[config.mk]
export PLATFORM = sky130hd
export DESIGN_NAME = spi_id_frontend
export DESIGN_NICKNAME = d
export VERILOG_FILES = /design/src/rtl/spi_id_frontend.sv
export SDC_FILE = /design/constraint.sdc
export NUM_CORES = 1
export LEC_CHECK = 0
export BUFFER_PORTS_ARGS = -buffer_cell sky130_fd_sc_hd__buf_2
export CAP_MARGIN = 20
export CORE_MARGIN = 5
export CORE_UTILIZATION = 50
export DETAILED_ROUTE_END_ITERATION = 6
export HOLD_SLACK_MARGIN = 0.06
export PLACE_DENSITY = 0.75
export SYNTH_ARGS = -nofsm -noshare
export SYNTH_HDL_FRONTEND = slang
export SYNTH_SLANG_ARGS = --single-unit
[constraint.sdc]
create_clock -name clk -period 1.9 [get_ports clk]
set_input_delay 0.095 -clock clk [delete_from_list [all_inputs] [get_ports clk]]
set_output_delay 0.095 -clock clk [all_outputs]
set_load 0.05 [all_outputs]
[src/rtl/spi_id_frontend.sv]
module spi_id_frontend #(
  parameter logic [3:0] TYPE_ID     = 4'b0101,
  parameter int         SYNC_STAGES = 2,
  parameter int         IDX_W       = 4
) (
  input  logic             clk,
  input  logic             rst_n,
  input  logic             sck,
  input  logic             sdi,
  input  logic             csn,
  input  logic             holdn,
  input  logic [1:0]       strap_addr,
  input  logic [7:0]       tx_data,
  output logic             sdo,
  output logic             sdo_oe,
  output logic [7:0]       rx_byte,
  output logic             rx_valid,
  output logic [IDX_W-1:0] byte_idx,
  output logic             addr_match,
  output logic             bit_val,
  output logic             bit_stb,
  output logic             cs_rise
);

  localparam int               BITS    = 8;
  localparam int               CNT_W   = $clog2(BITS);
  localparam logic [CNT_W-1:0] LAST    = CNT_W'(BITS - 1);
  localparam logic [IDX_W-1:0] IDX_MAX = '1;

  logic [SYNC_STAGES-1:0] sck_p, sdi_p, csn_p, hold_p;
  logic sck_d, csn_d;

  always_ff @(posedge clk or negedge rst_n) begin
    if (!rst_n) begin
      sck_p  <= '0;
      sdi_p  <= '0;
      csn_p  <= '0;
      hold_p <= '1;
      sck_d  <= 1'b0;
      csn_d  <= 1'b0;
    end else begin
      sck_p  <= {sck_p[SYNC_STAGES-2:0], sck};
      sdi_p  <= {sdi_p[SYNC_STAGES-2:0], sdi};
      csn_p  <= {csn_p[SYNC_STAGES-2:0], csn};
      hold_p <= {hold_p[SYNC_STAGES-2:0], holdn};
      sck_d  <= sck_p[SYNC_STAGES-1];
      csn_d  <= csn_p[SYNC_STAGES-1];
    end
  end

  logic sck_s, sdi_s, csn_s, hold_s;
  assign sck_s  = sck_p[SYNC_STAGES-1];
  assign sdi_s  = sdi_p[SYNC_STAGES-1];
  assign csn_s  = csn_p[SYNC_STAGES-1];
  assign hold_s = hold_p[SYNC_STAGES-1];

  logic sck_rise, sck_fall, cs_fall;
  assign sck_rise = sck_s & ~sck_d;
  assign sck_fall = ~sck_s & sck_d;
  assign cs_fall  = ~csn_s & csn_d;

  logic             started, held;
  logic [CNT_W-1:0] bit_cnt;
  logic [IDX_W-1:0] idx;
  logic [7:0]       rx_sh, tx_sh, next_sh;
  logic             sdo_r, id_ok;

  assign next_sh = {rx_sh[6:0], sdi_s};
  assign id_ok   = (next_sh == {TYPE_ID, 2'b00, strap_addr});

  always_ff @(posedge clk or negedge rst_n) begin
    if (!rst_n) begin
      started    <= 1'b0;
      held       <= 1'b0;
      bit_cnt    <= '0;
      idx        <= '0;
      rx_sh      <= '0;
      tx_sh      <= '0;
      sdo_r      <= 1'b0;
      addr_match <= 1'b0;
      rx_byte    <= '0;
      rx_valid   <= 1'b0;
      byte_idx   <= '0;
      bit_val    <= 1'b0;
      bit_stb    <= 1'b0;
      cs_rise    <= 1'b0;
    end else begin
      rx_valid <= 1'b0;
      bit_stb  <= 1'b0;
      cs_rise  <= 1'b0;
      if (csn_s) begin
        cs_rise    <= started;
        started    <= 1'b0;
        held       <= 1'b0;
        bit_cnt    <= '0;
        idx        <= '0;
        tx_sh      <= '0;
        sdo_r      <= 1'b0;
        addr_match <= 1'b0;
      end else begin
        if (cs_fall) started <= 1'b1;
        if (!sck_s) held <= ~hold_s;
        if (started && !held) begin
          if (sck_rise) begin
            bit_cnt <= bit_cnt + 1'b1;
            rx_sh   <= next_sh;
            if (idx != '0 && addr_match) begin
              bit_stb <= 1'b1;
              bit_val <= sdi_s;
            end
            if (bit_cnt == LAST) begin
              if (idx == '0) addr_match <= id_ok;
              if ((idx == '0) ? id_ok : addr_match) begin
                rx_valid <= 1'b1;
                rx_byte  <= next_sh;
                byte_idx <= idx;
                tx_sh    <= tx_data;
              end
              if (idx != IDX_MAX) idx <= idx + 1'b1;
            end
          end
          if (sck_fall && addr_match) begin
            sdo_r <= tx_sh[7];
            tx_sh <= {tx_sh[6:0], 1'b0};
          end
        end
      end
    end
  end

  assign sdo    = sdo_r;
  assign sdo_oe = started & ~csn_s & ~held & addr_match;

  AST_VALID_PULSE: assert property (@(posedge clk) disable iff (!rst_n)
    rx_valid |=> !rx_valid);

  AST_ID_STROBE_MATCHED: assert property (@(posedge clk) disable iff (!rst_n)
    (rx_valid && byte_idx == '0) |-> addr_match);

  AST_BIT_NEEDS_MATCH: assert property (@(posedge clk) disable iff (!rst_n)
    bit_stb |-> addr_match);

  AST_HOLD_FREEZE: assert property (@(posedge clk) disable iff (!rst_n)
    (held && $past(held)) |-> ($stable(bit_cnt) && $stable(rx_sh)));

  AST_ABORT_CLEARS: assert property (@(posedge clk) disable iff (!rst_n)
    cs_rise |-> (bit_cnt == '0 && idx == '0 && !addr_match));

  AST_CSRISE_PULSE: assert property (@(posedge clk) disable iff (!rst_n)
    cs_rise |=> !cs_rise);

endmodule

==> impl_metrics.prom, run 1 <==
# TYPE chip_impl_metric gauge
chip_impl_metric{name="grt_util_met1",unit=""} 0.2263
chip_impl_metric{name="synthesis.instances",unit=""} 188
chip_impl_info{name="setup.worst_path.end",value="rx_byte[5]"} 1
chip_impl_metric{name="antenna_found_initial",unit=""} 0
chip_impl_info{name="grt-busiest-layer",value="met2"} 1
chip_impl_metric{name="overflow",unit=""} 0
chip_impl_metric{name="clk_skew",unit="ns"} 0.01101
chip_impl_metric{name="finalSetupTns",unit="ns"} 0
chip_impl_metric{name="ios",unit=""} 35
chip_impl_metric{name="clock-sinks",unit=""} 52
chip_impl_metric{name="power.ir.vdd_worst",unit="mV"} 0.5799
chip_impl_metric{name="drt_drc_violations_left",unit=""} 0
chip_impl_metric{name="synth.lib_cells_used.distinct",unit=""} 35
chip_impl_metric{name="layout-drive-gt1-share",unit=""} 0.3889
chip_impl_metric{name="final_cells",unit=""} 304
chip_impl_metric{name="design.die.area",unit="µm²"} 6012
chip_impl_metric{name="regToRegSetupSlack",unit="ns"} 0.05
chip_impl_metric{name="timing_hold_violations_final",unit=""} 0
chip_impl_metric{name="drt-total-wl",unit="mm"} 4.798
chip_impl_metric{name="timing.slew.headroom",unit=""} 0.5865
chip_impl_metric{name="floorplan.die.width",unit="µm"} 77.54
chip_impl_metric{name="growth_of_design_area_from_synthesis_to_finish",unit="%"} 25.34
chip_impl_metric{name="initial_utilization",unit=""} 0.5203
chip_impl_info{name="hold_path_class",value="primary input to flop"} 1
chip_impl_metric{name="grt_max_degree",unit=""} 28
chip_impl_metric{name="viasPerCell",unit=""} 5.661
chip_impl_metric{name="first_global_vias",unit=""} 1717
chip_impl_metric{name="synth.yosys.warnings",unit=""} 0
chip_impl_metric{name="worstPathArrival",unit="ns"} 2.05
chip_impl_metric{name="final_hpwl_from_detailed_placement",unit="mm"} 3.348
chip_impl_metric{name="worstMarginPinSlew",unit="ns"} 0.6203
chip_impl_metric{name="wire_length_of_the_first_global_routing_pass",unit="mm"} 8.086
chip_impl_metric{name="post-place-cells",unit=""} 288
chip_impl_metric{name="cts-htree-levels",unit=""} 2
chip_impl_metric{name="fin_crit_sh",unit=""} 0.9722
chip_impl_metric{name="syn-num-nets",unit=""} 208
chip_impl_info{name="path_cells",value="ha_2 > ha_1 > and3b_1 > nand3_1 > o21ba_2 > mux2_2"} 1
chip_impl_metric{name="routed-via-count",unit=""} 1721
chip_impl_info{name="critical_path_class",value="flop to flop"} 1
chip_impl_metric{name="synth_area_per_cell",unit="µm²"} 12.13
chip_impl_metric{name="core_footprint",unit="µm²"} 4384
chip_impl_metric{name="synth.yosys.seq_area_share",unit=""} 0.5716
chip_impl_info{name="outcome",value="finished, final reports clean"} 1
chip_impl_info{name="tritoncts",value="done"} 1
chip_impl_metric{name="cap_violations",unit=""} 0
chip_impl_metric{name="fp-row-count",unit=""} 24
chip_impl_info{name="worst_r2r_endpoint",value="rx_byte[5]"} 1
chip_impl_metric{name="dr.pass1.iters",unit=""} 4
chip_impl_info{name="critPathCaptureType",value="flop"} 1
chip_impl_metric{name="path_clk_slew",unit="ns"} 0.10
chip_impl_info{name="cts_root_buffer",value="sky130_fd_sc_hd__clkbuf_8"} 1
chip_impl_info{name="grt_setup_unrepaired",value="yes"} 1
chip_impl_metric{name="use_met2",unit=""} 0.2584
chip_impl_metric{name="design.final.nets",unit=""} 271
chip_impl_metric{name="crit_path_max_incr_delay",unit="ns"} 0.41
chip_impl_metric{name="gp_routability_congestion",unit=""} 0.7722
chip_impl_metric{name="cellPowerDensity",unit="nW/µm²"} 728.6
chip_impl_metric{name="power.leakage",unit="µW"} 0.001403
chip_impl_metric{name="placement.io_buffers",unit=""} 34
chip_impl_metric{name="grt_use_total",unit=""} 0.1639
chip_impl_metric{name="remaining_number_of_nets_flagged_by_the_antenna_check_after_routing",unit=""} 0
chip_impl_metric{name="layout_min_cycle_time",unit="ns"} 1.847
chip_impl_metric{name="routedWlPerCell",unit="µm"} 15.78
chip_impl_metric{name="critical_path_rt",unit="ns"} 2.10
chip_impl_info{name="r2r_start",value="bit_cnt[0]"} 1
chip_impl_metric{name="mappedNetlistArea",unit="µm²"} 2281
chip_impl_metric{name="r2r_cells",unit=""} 6
chip_impl_info{name="slowest_stage",value="sky130_fd_sc_hd__dfrtp_1"} 1
chip_impl_metric{name="report.final.setup_viol",unit=""} 0
chip_impl_metric{name="ys_ff_latch",unit=""} 52
chip_impl_metric{name="critical_path_peak_fanout",unit=""} 7
chip_impl_metric{name="max_fclk",unit="MHz"} 541.4
chip_impl_metric{name="insertion_delay_of_the_later_clocked_pin_in_the_worst_skew_pair",unit="ns"} 0.31
chip_impl_metric{name="groute.layer.met3.usage",unit=""} 0.04398
chip_impl_metric{name="die-height",unit="µm"} 77.54
chip_impl_metric{name="timing.final.max_slew_violations",unit=""} 0
chip_impl_metric{name="antennaDiodeCount",unit=""} 0
chip_impl_info{name="worstHoldStart",value="tx_data[0]"} 1
chip_impl_metric{name="cts_buffer_depth",unit=""} 2
chip_impl_metric{name="drtIter0Drc",unit=""} 83
chip_impl_metric{name="cts_made_buffers",unit=""} 5
chip_impl_info{name="start_kind",value="flop"} 1
chip_impl_info{name="setup.worst_path.start",value="bit_cnt[0]"} 1
## synthesized netlist by cell type
master                     number  area [µm²]
sky130_fd_sc_hd__and2_1         1       6.260
sky130_fd_sc_hd__inv_1          5       18.77
sky130_fd_sc_hd__nor2b_1        2       12.51
sky130_fd_sc_hd__nand3b_1       9       67.56
sky130_fd_sc_hd__a211oi_1       1       7.510
sky130_fd_sc_hd__xor2_1         2       17.52
sky130_fd_sc_hd__nor4_4         1       21.27
sky130_fd_sc_hd__o22a_1         1       8.760
sky130_fd_sc_hd__o21ba_4        1       16.27
sky130_fd_sc_hd__nor3b_1        9       67.56
sky130_fd_sc_hd__a21o_1         1       7.510
sky130_fd_sc_hd__nor4bb_1       2       20.02
sky130_fd_sc_hd__a22o_1         3       26.28
sky130_fd_sc_hd__o221ai_1       8       70.07
sky130_fd_sc_hd__xnor2_1        4       35.03
sky130_fd_sc_hd__or3b_4         1       11.26
sky130_fd_sc_hd__buf_2          2       10.01
sky130_fd_sc_hd__nor3_1         2       10.01
sky130_fd_sc_hd__a311oi_1       1       8.760
sky130_fd_sc_hd__dfstp_2        2       52.55
sky130_fd_sc_hd__nor2_1        15       56.30
sky130_fd_sc_hd__nand4_1        3       18.77
sky130_fd_sc_hd__clkbuf_1       4       15.01
sky130_fd_sc_hd__nand2_1       13       48.80
sky130_fd_sc_hd__and3_1         1       6.260
sky130_fd_sc_hd__nand3_1        6       30.03
sky130_fd_sc_hd__mux2i_1        3       30.03
sky130_fd_sc_hd__ha_1           4       50.05
sky130_fd_sc_hd__mux2_2        17       191.4
sky130_fd_sc_hd__dfrtp_1       50        1251
sky130_fd_sc_hd__a21oi_1        9       45.04
sky130_fd_sc_hd__o21ai_1        1       5.000
sky130_fd_sc_hd__or3b_2         1       8.760
sky130_fd_sc_hd__and3b_1        2       17.52
sky130_fd_sc_hd__buf_6          1       11.26
## placed cells by master, fill, tap and decap left out, drive strengths merged, types with 6 or more instances in the layout
cell type / count
buf: 57
dfrtp: 50
mux2: 17
nor2: 15
nand2: 13
nand3b: 9
a21oi: 9
nor3b: 9
o221ai: 8
nand3: 6
inv: 6
## layer usage
metal  share of wire  vias up
li1                -      811
met1            0.45      874
met2            0.49       31
met3           0.045        5
met4           0.010        0
met5               0        -
## power breakdown
group / total [µW] / leakage [µW] / switching (µW) / internal, µW
combinational: 203 / 0.000668 / 95.8 / 107
sequential: 1230 / 0.000686 / 57.3 / 1180
clock: 647 / 0.0000487 / 378 / 269
## layout make-up
| cell class | instances | area [µm²] |
|---|---|---|
| multi-input cells | 125 | 969.7 |
| flip-flops and latches | 52 | 1305 |
| clock buffers | 5 | 68.82 |
| repair buffers | 62 | 405.4 |
| clock inverters | 3 | 26.28 |
| inverters | 5 | 18.77 |
| well taps | 52 | 65.06 |
| fillers | 341 | 1525 |
## worst min-delay path by stage
stage	to	slack (ns)	cells past startpoint
final	tx_sh[0]	0.10	3
after global routing	tx_sh[0]	0.1	3
after CTS	tx_sh[0]	0.1	3
after detailed placement	tx_sh[5]	0.14	1
after global placement	tx_sh[5]	0.13	1
after floorplan	addr_match	-0.20	0
## sequential cells by signal, summed over array words and instances (netlist names)
register	cells
rx_byte	8
tx_sh	8
rx_sh	7
byte_idx	4
idx	4
bit_cnt	3
csn_p	2
hold_p	2
sck_p	2
sdi_p	2
addr_match	1
bit_stb	1
bit_val	1
cs_rise	1
csn_d	1
held	1
rx_valid	1
sck_d	1
sdo	1
started	1
## metrics by stage
| stage | hold slack (ns) | setup WS, ns | total power [µW] | utilization | instance area (µm²) |
|---|---|---|---|---|---|
| after floorplan | -0.2006 | 0.01132 | 1352 | - | 2305 |
| after global placement | 0.1314 | 0.003072 | 1433 | 0.6076 | 2664 |
| after detailed placement | 0.1432 | -0.07185 | 1448 | 0.6076 | 2664 |
| final | 0.1001 | 0.05291 | 2083 | 0.6521 | 2859 |
| after CTS | 0.09932 | 0.01498 | 2101 | 0.6430 | 2819 |
| after global routing | 0.09894 | -0.02159 | 2201 | 0.6521 | 2859 |
## worst max-delay path, delay by kind of cell, from the launching register on
| family | cells | cell delay (ns) |
|---|---|---|
| adder cells (fa/ha/maj) | 2 | 0.40 |
| multiplexers | 1 | 0.35 |
| AO/OA/AOI/OAI | 1 | 0.26 |
| flip-flops | 1 | 0.41 |
| AND/OR/NAND/NOR | 2 | 0.33 |
## cell families after synthesis
group / count (synthesis) / synth area share
adder cells (fa/ha/maj): 4 / 0.02194
buffers and inverters: 12 / 0.02413
multiplexers: 20 / 0.09709
flip-flops: 52 / 0.5716
AO/OA/AOI/OAI: 26 / 0.08558
XOR/XNOR: 6 / 0.02304
AND/OR/NAND/NOR: 68 / 0.1766
## what timing repair did
action                                  in CTS  in global routing
endpoints found under the setup margin      13                 16
hold buffers                                 5                  0
resized for setup                            3                  4
pin swaps                                    2                  4
endpoints found under the hold margin       28                  0
gates cloned                                 0                  1
setup buffers                                0                  2
Note: power is estimated with default switching activity, not from simulation.
==> inputs of run 2 (changes only) <==
--- a/config.mk
+++ b/config.mk
@@ -9,9 +9,11 @@
 export CAP_MARGIN = 20
 export CORE_MARGIN = 5
 export CORE_UTILIZATION = 50
+export CTS_CLUSTER_DIAMETER = 60
 export DETAILED_ROUTE_END_ITERATION = 6
 export HOLD_SLACK_MARGIN = 0.06
 export PLACE_DENSITY = 0.75
+export RECOVER_POWER = 25
 export SYNTH_ARGS = -nofsm -noshare
 export SYNTH_HDL_FRONTEND = slang
 export SYNTH_SLANG_ARGS = --single-unit
==> run 2 against run 1 <==
- via count stayed put
- combinational power is essentially flat
- clock-buffer cell count is the same
- die area unchanged
- final area shrank 0.17%
- critical endpoint unchanged
- highest routed layer unchanged
==> impl_metrics.prom, run 2 (synthesized netlist as in run 1, its figures left out) <==
# TYPE chip_impl_metric gauge
chip_impl_metric{name="internal-power",unit="µW"} 1551
chip_impl_metric{name="wire_length_of_the_first_global_routing_pass",unit="mm"} 8.086
chip_impl_info{name="tritoncts",value="done"} 1
chip_impl_metric{name="growth_of_design_area_from_synthesis_to_finish",unit="%"} 25.12
chip_impl_info{name="worst_hold_path_ep",value="tx_sh[0]"} 1
chip_impl_metric{name="floorplan.die.width",unit="µm"} 77.54
chip_impl_metric{name="grt_use_total",unit=""} 0.1639
chip_impl_metric{name="layout_min_cycle_time",unit="ns"} 1.847
chip_impl_info{name="cts_root_buffer",value="sky130_fd_sc_hd__clkbuf_8"} 1
chip_impl_info{name="start_kind",value="flop"} 1
chip_impl_metric{name="post-place-cells",unit=""} 288
chip_impl_metric{name="hold_ws",unit="ns"} 0.1001
chip_impl_metric{name="layout-drive-gt1-share",unit=""} 0.3810
chip_impl_metric{name="finalSetupTns",unit="ns"} 0
chip_impl_info{name="slowest_stage",value="sky130_fd_sc_hd__dfrtp_1"} 1
chip_impl_metric{name="max_fclk",unit="MHz"} 541.4
chip_impl_metric{name="routedWlPerCell",unit="µm"} 15.78
chip_impl_metric{name="clk_skew",unit="ns"} 0.01101
chip_impl_metric{name="detailed_place.area",unit="µm²"} 2664
chip_impl_metric{name="design.die.area",unit="µm²"} 6012
chip_impl_metric{name="power.ir.vdd_worst",unit="mV"} 0.5799
chip_impl_metric{name="initial_utilization",unit=""} 0.5203
chip_impl_info{name="critical_path_class",value="flop to flop"} 1
chip_impl_metric{name="timing_hold_violations_final",unit=""} 0
chip_impl_metric{name="fin_crit_sh",unit=""} 0.9722
chip_impl_metric{name="seqPwrFrac",unit=""} 0.592
chip_impl_info{name="outcome",value="finished, final reports clean"} 1
chip_impl_metric{name="drt-total-wl",unit="mm"} 4.797
chip_impl_info{name="mostFrequentLayoutCell",value="sky130_fd_sc_hd__dfrtp_1"} 1
chip_impl_metric{name="routed-via-count",unit=""} 1721
chip_impl_metric{name="core_footprint",unit="µm²"} 4384
chip_impl_metric{name="grt_max_degree",unit=""} 28
chip_impl_metric{name="overflow",unit=""} 0
chip_impl_metric{name="layout.filler_cells",unit=""} 341
chip_impl_metric{name="r2r_cells",unit=""} 6
chip_impl_metric{name="clock_power_share",unit=""} 0.311
chip_impl_info{name="hold_path_class",value="primary input to flop"} 1
chip_impl_metric{name="crit_path_max_incr_delay",unit="ns"} 0.41
chip_impl_metric{name="swShare",unit=""} 0.2550
chip_impl_info{name="grt_setup_unrepaired",value="yes"} 1
chip_impl_metric{name="placement.io_buffers",unit=""} 34
chip_impl_info{name="worst_r2r_endpoint",value="rx_byte[5]"} 1
chip_impl_metric{name="report.final.setup_viol",unit=""} 0
chip_impl_metric{name="insertion_delay_of_the_later_clocked_pin_in_the_worst_skew_pair",unit="ns"} 0.31
chip_impl_metric{name="dr.pass1.iters",unit=""} 4
chip_impl_info{name="critical_path.top_delay_family",value="flip-flops"} 1
chip_impl_metric{name="antenna_found_initial",unit=""} 0
chip_impl_metric{name="first_global_vias",unit=""} 1717
chip_impl_metric{name="cts_buffer_depth",unit=""} 2
chip_impl_info{name="worstHoldStart",value="tx_data[0]"} 1
chip_impl_metric{name="fp-row-count",unit=""} 24
chip_impl_metric{name="final_cells",unit=""} 304
chip_impl_metric{name="cellPowerDensity",unit="nW/µm²"} 729.4
chip_impl_metric{name="total_net_switching_power",unit="µW"} 530.8
chip_impl_metric{name="cts_made_buffers",unit=""} 5
chip_impl_metric{name="ios",unit=""} 35
chip_impl_metric{name="viasPerCell",unit=""} 5.661
chip_impl_metric{name="finalWorstSetupSlack",unit="ns"} 0.05291
chip_impl_info{name="reg_top3",value="rx_byte x8, tx_sh x8, rx_sh x7"} 1
chip_impl_metric{name="path_clk_slew",unit="ns"} 0.10
chip_impl_metric{name="worstMarginPinSlew",unit="ns"} 1.487
chip_impl_metric{name="critical_path_peak_fanout",unit=""} 7
chip_impl_metric{name="timing.final.max_slew_violations",unit=""} 0
chip_impl_metric{name="critical_path_rt",unit="ns"} 2.10
chip_impl_info{name="r2r_start",value="bit_cnt[0]"} 1
chip_impl_info{name="critPathCaptureType",value="flop"} 1
chip_impl_metric{name="worstPathArrival",unit="ns"} 2.05
chip_impl_metric{name="power.leakage",unit="µW"} 0.001396
chip_impl_info{name="layout_common_cells",value="49 x sky130_fd_sc_hd__dfrtp_1, 33 x sky130_fd_sc_hd__buf_2, 21 x sky130_fd_sc_hd__buf_4, 17 x sky130_fd_sc_hd__mux2_2, 15 x sky130_fd_sc_hd__nor2_1"} 1
chip_impl_metric{name="design.final.nets",unit=""} 271
chip_impl_metric{name="min_delay_path_depth",unit=""} 3
chip_impl_metric{name="remaining_number_of_nets_flagged_by_the_antenna_check_after_routing",unit=""} 0
chip_impl_metric{name="cts-htree-levels",unit=""} 2
chip_impl_metric{name="stdcell_area",unit="µm²"} 2854
chip_impl_metric{name="cap_violations",unit=""} 0
chip_impl_metric{name="final_hpwl_from_detailed_placement",unit="mm"} 3.348
chip_impl_metric{name="share_comb_of_total_power",unit=""} 0.097
chip_impl_metric{name="timing.slew.headroom",unit=""} 0.008420
chip_impl_metric{name="drtIter0Drc",unit=""} 82
chip_impl_metric{name="dpl_worst_slack",unit="ns"} -0.07185
chip_impl_info{name="path_cells",value="ha_2 > ha_1 > and3b_1 > nand3_1 > o21ba_2 > mux2_2"} 1
chip_impl_metric{name="drt_drc_violations_left",unit=""} 0
chip_impl_metric{name="gp_routability_congestion",unit=""} 0.7722
chip_impl_metric{name="antennaDiodeCount",unit=""} 0
chip_impl_metric{name="clock-sinks",unit=""} 52
chip_impl_metric{name="die-height",unit="µm"} 77.54
chip_impl_metric{name="regToRegSetupSlack",unit="ns"} 0.05
chip_impl_metric{name="crit_buf_inv",unit=""} 0
-- run 2: changes by cell type in the layout (fill, tap and decap cells not counted) --
cell                       previous run  this run
sky130_fd_sc_hd__clkbuf_1             0         2
sky130_fd_sc_hd__buf_2               34        33
sky130_fd_sc_hd__buf_4               22        21
-- run 2: timing repair --
action / in CTS / in global routing
gates resized for setup: 3 / 4
endpoints found under the hold margin: 28 / 0
hold buffers: 5 / 0
setup buffers: 0 / 2
gates cloned: 0 / 1
pin swaps: 2 / 4
endpoints found under the setup margin: 13 / 16
-- run 2: layout make-up --
| type | count | area [µm²] | area share |
|---|---|---|---|
| flip-flops and latches | 52 | 1305 | 0.4573 |
| well taps | 52 | 65.06 | 0.02280 |
| multi-input cells | 125 | 969.7 | 0.3398 |
| clock buffers | 5 | 68.82 | 0.02411 |
| clock inverters | 3 | 26.28 | 0.009206 |
| repair buffers | 62 | 400.4 | 0.1403 |
| inverters | 5 | 18.77 | 0.006576 |
-- run 2: how the worst max path moves through the flow --
stage / start / endpoint / slack (ns) / cells after the start
after floorplan: bit_cnt[0] / byte_idx[0] / 0.01 / 8
after global placement: idx[0] / tx_sh[6] / 0.003 / 6
after detailed placement: idx[0] / tx_sh[3] / -0.07 / 6
after CTS: bit_cnt[0] / byte_idx[1] / 0.01 / 6
after global routing: idx[0] / tx_sh[5] / -0.02 / 8
final: bit_cnt[0] / rx_byte[5] / 0.05 / 6
-- run 2: power groups by stage --
stage	Clock [µW]	Combinational (µW)	Sequential [µW]
final	647	202	1230
after global routing	732	224	1240
after CTS	666	201	1230
after detailed placement	0	192	1260
after global placement	0	183	1250
after floorplan	0	111	1240
-- run 2: tightest hold or removal path, stage by stage --
cell and delay [ns]:
sky130_fd_sc_hd__buf_2 0.10, sky130_fd_sc_hd__inv_1 0.04, sky130_fd_sc_hd__o221ai_1 0.12
-- run 2: per-stage QoR --
stage	total power, µW	util
global route	2200	0.6510
floorplan	1352	-
CTS	2101	0.6430
finish	2082	0.6510
global placement	1433	0.6076
detailed placement	1448	0.6076
-- run 2: per-layer routing --
layer | GRT usage | up-vias | routed length, µm
met3 | 0.04398 | 5 | 218
li1 | - | 811 | -
met2 | 0.2584 | 31 | 2360
met4 | 0.04124 | 0 | 48
met5 | 0 | - | 0
met1 | 0.2263 | 874 | 2170
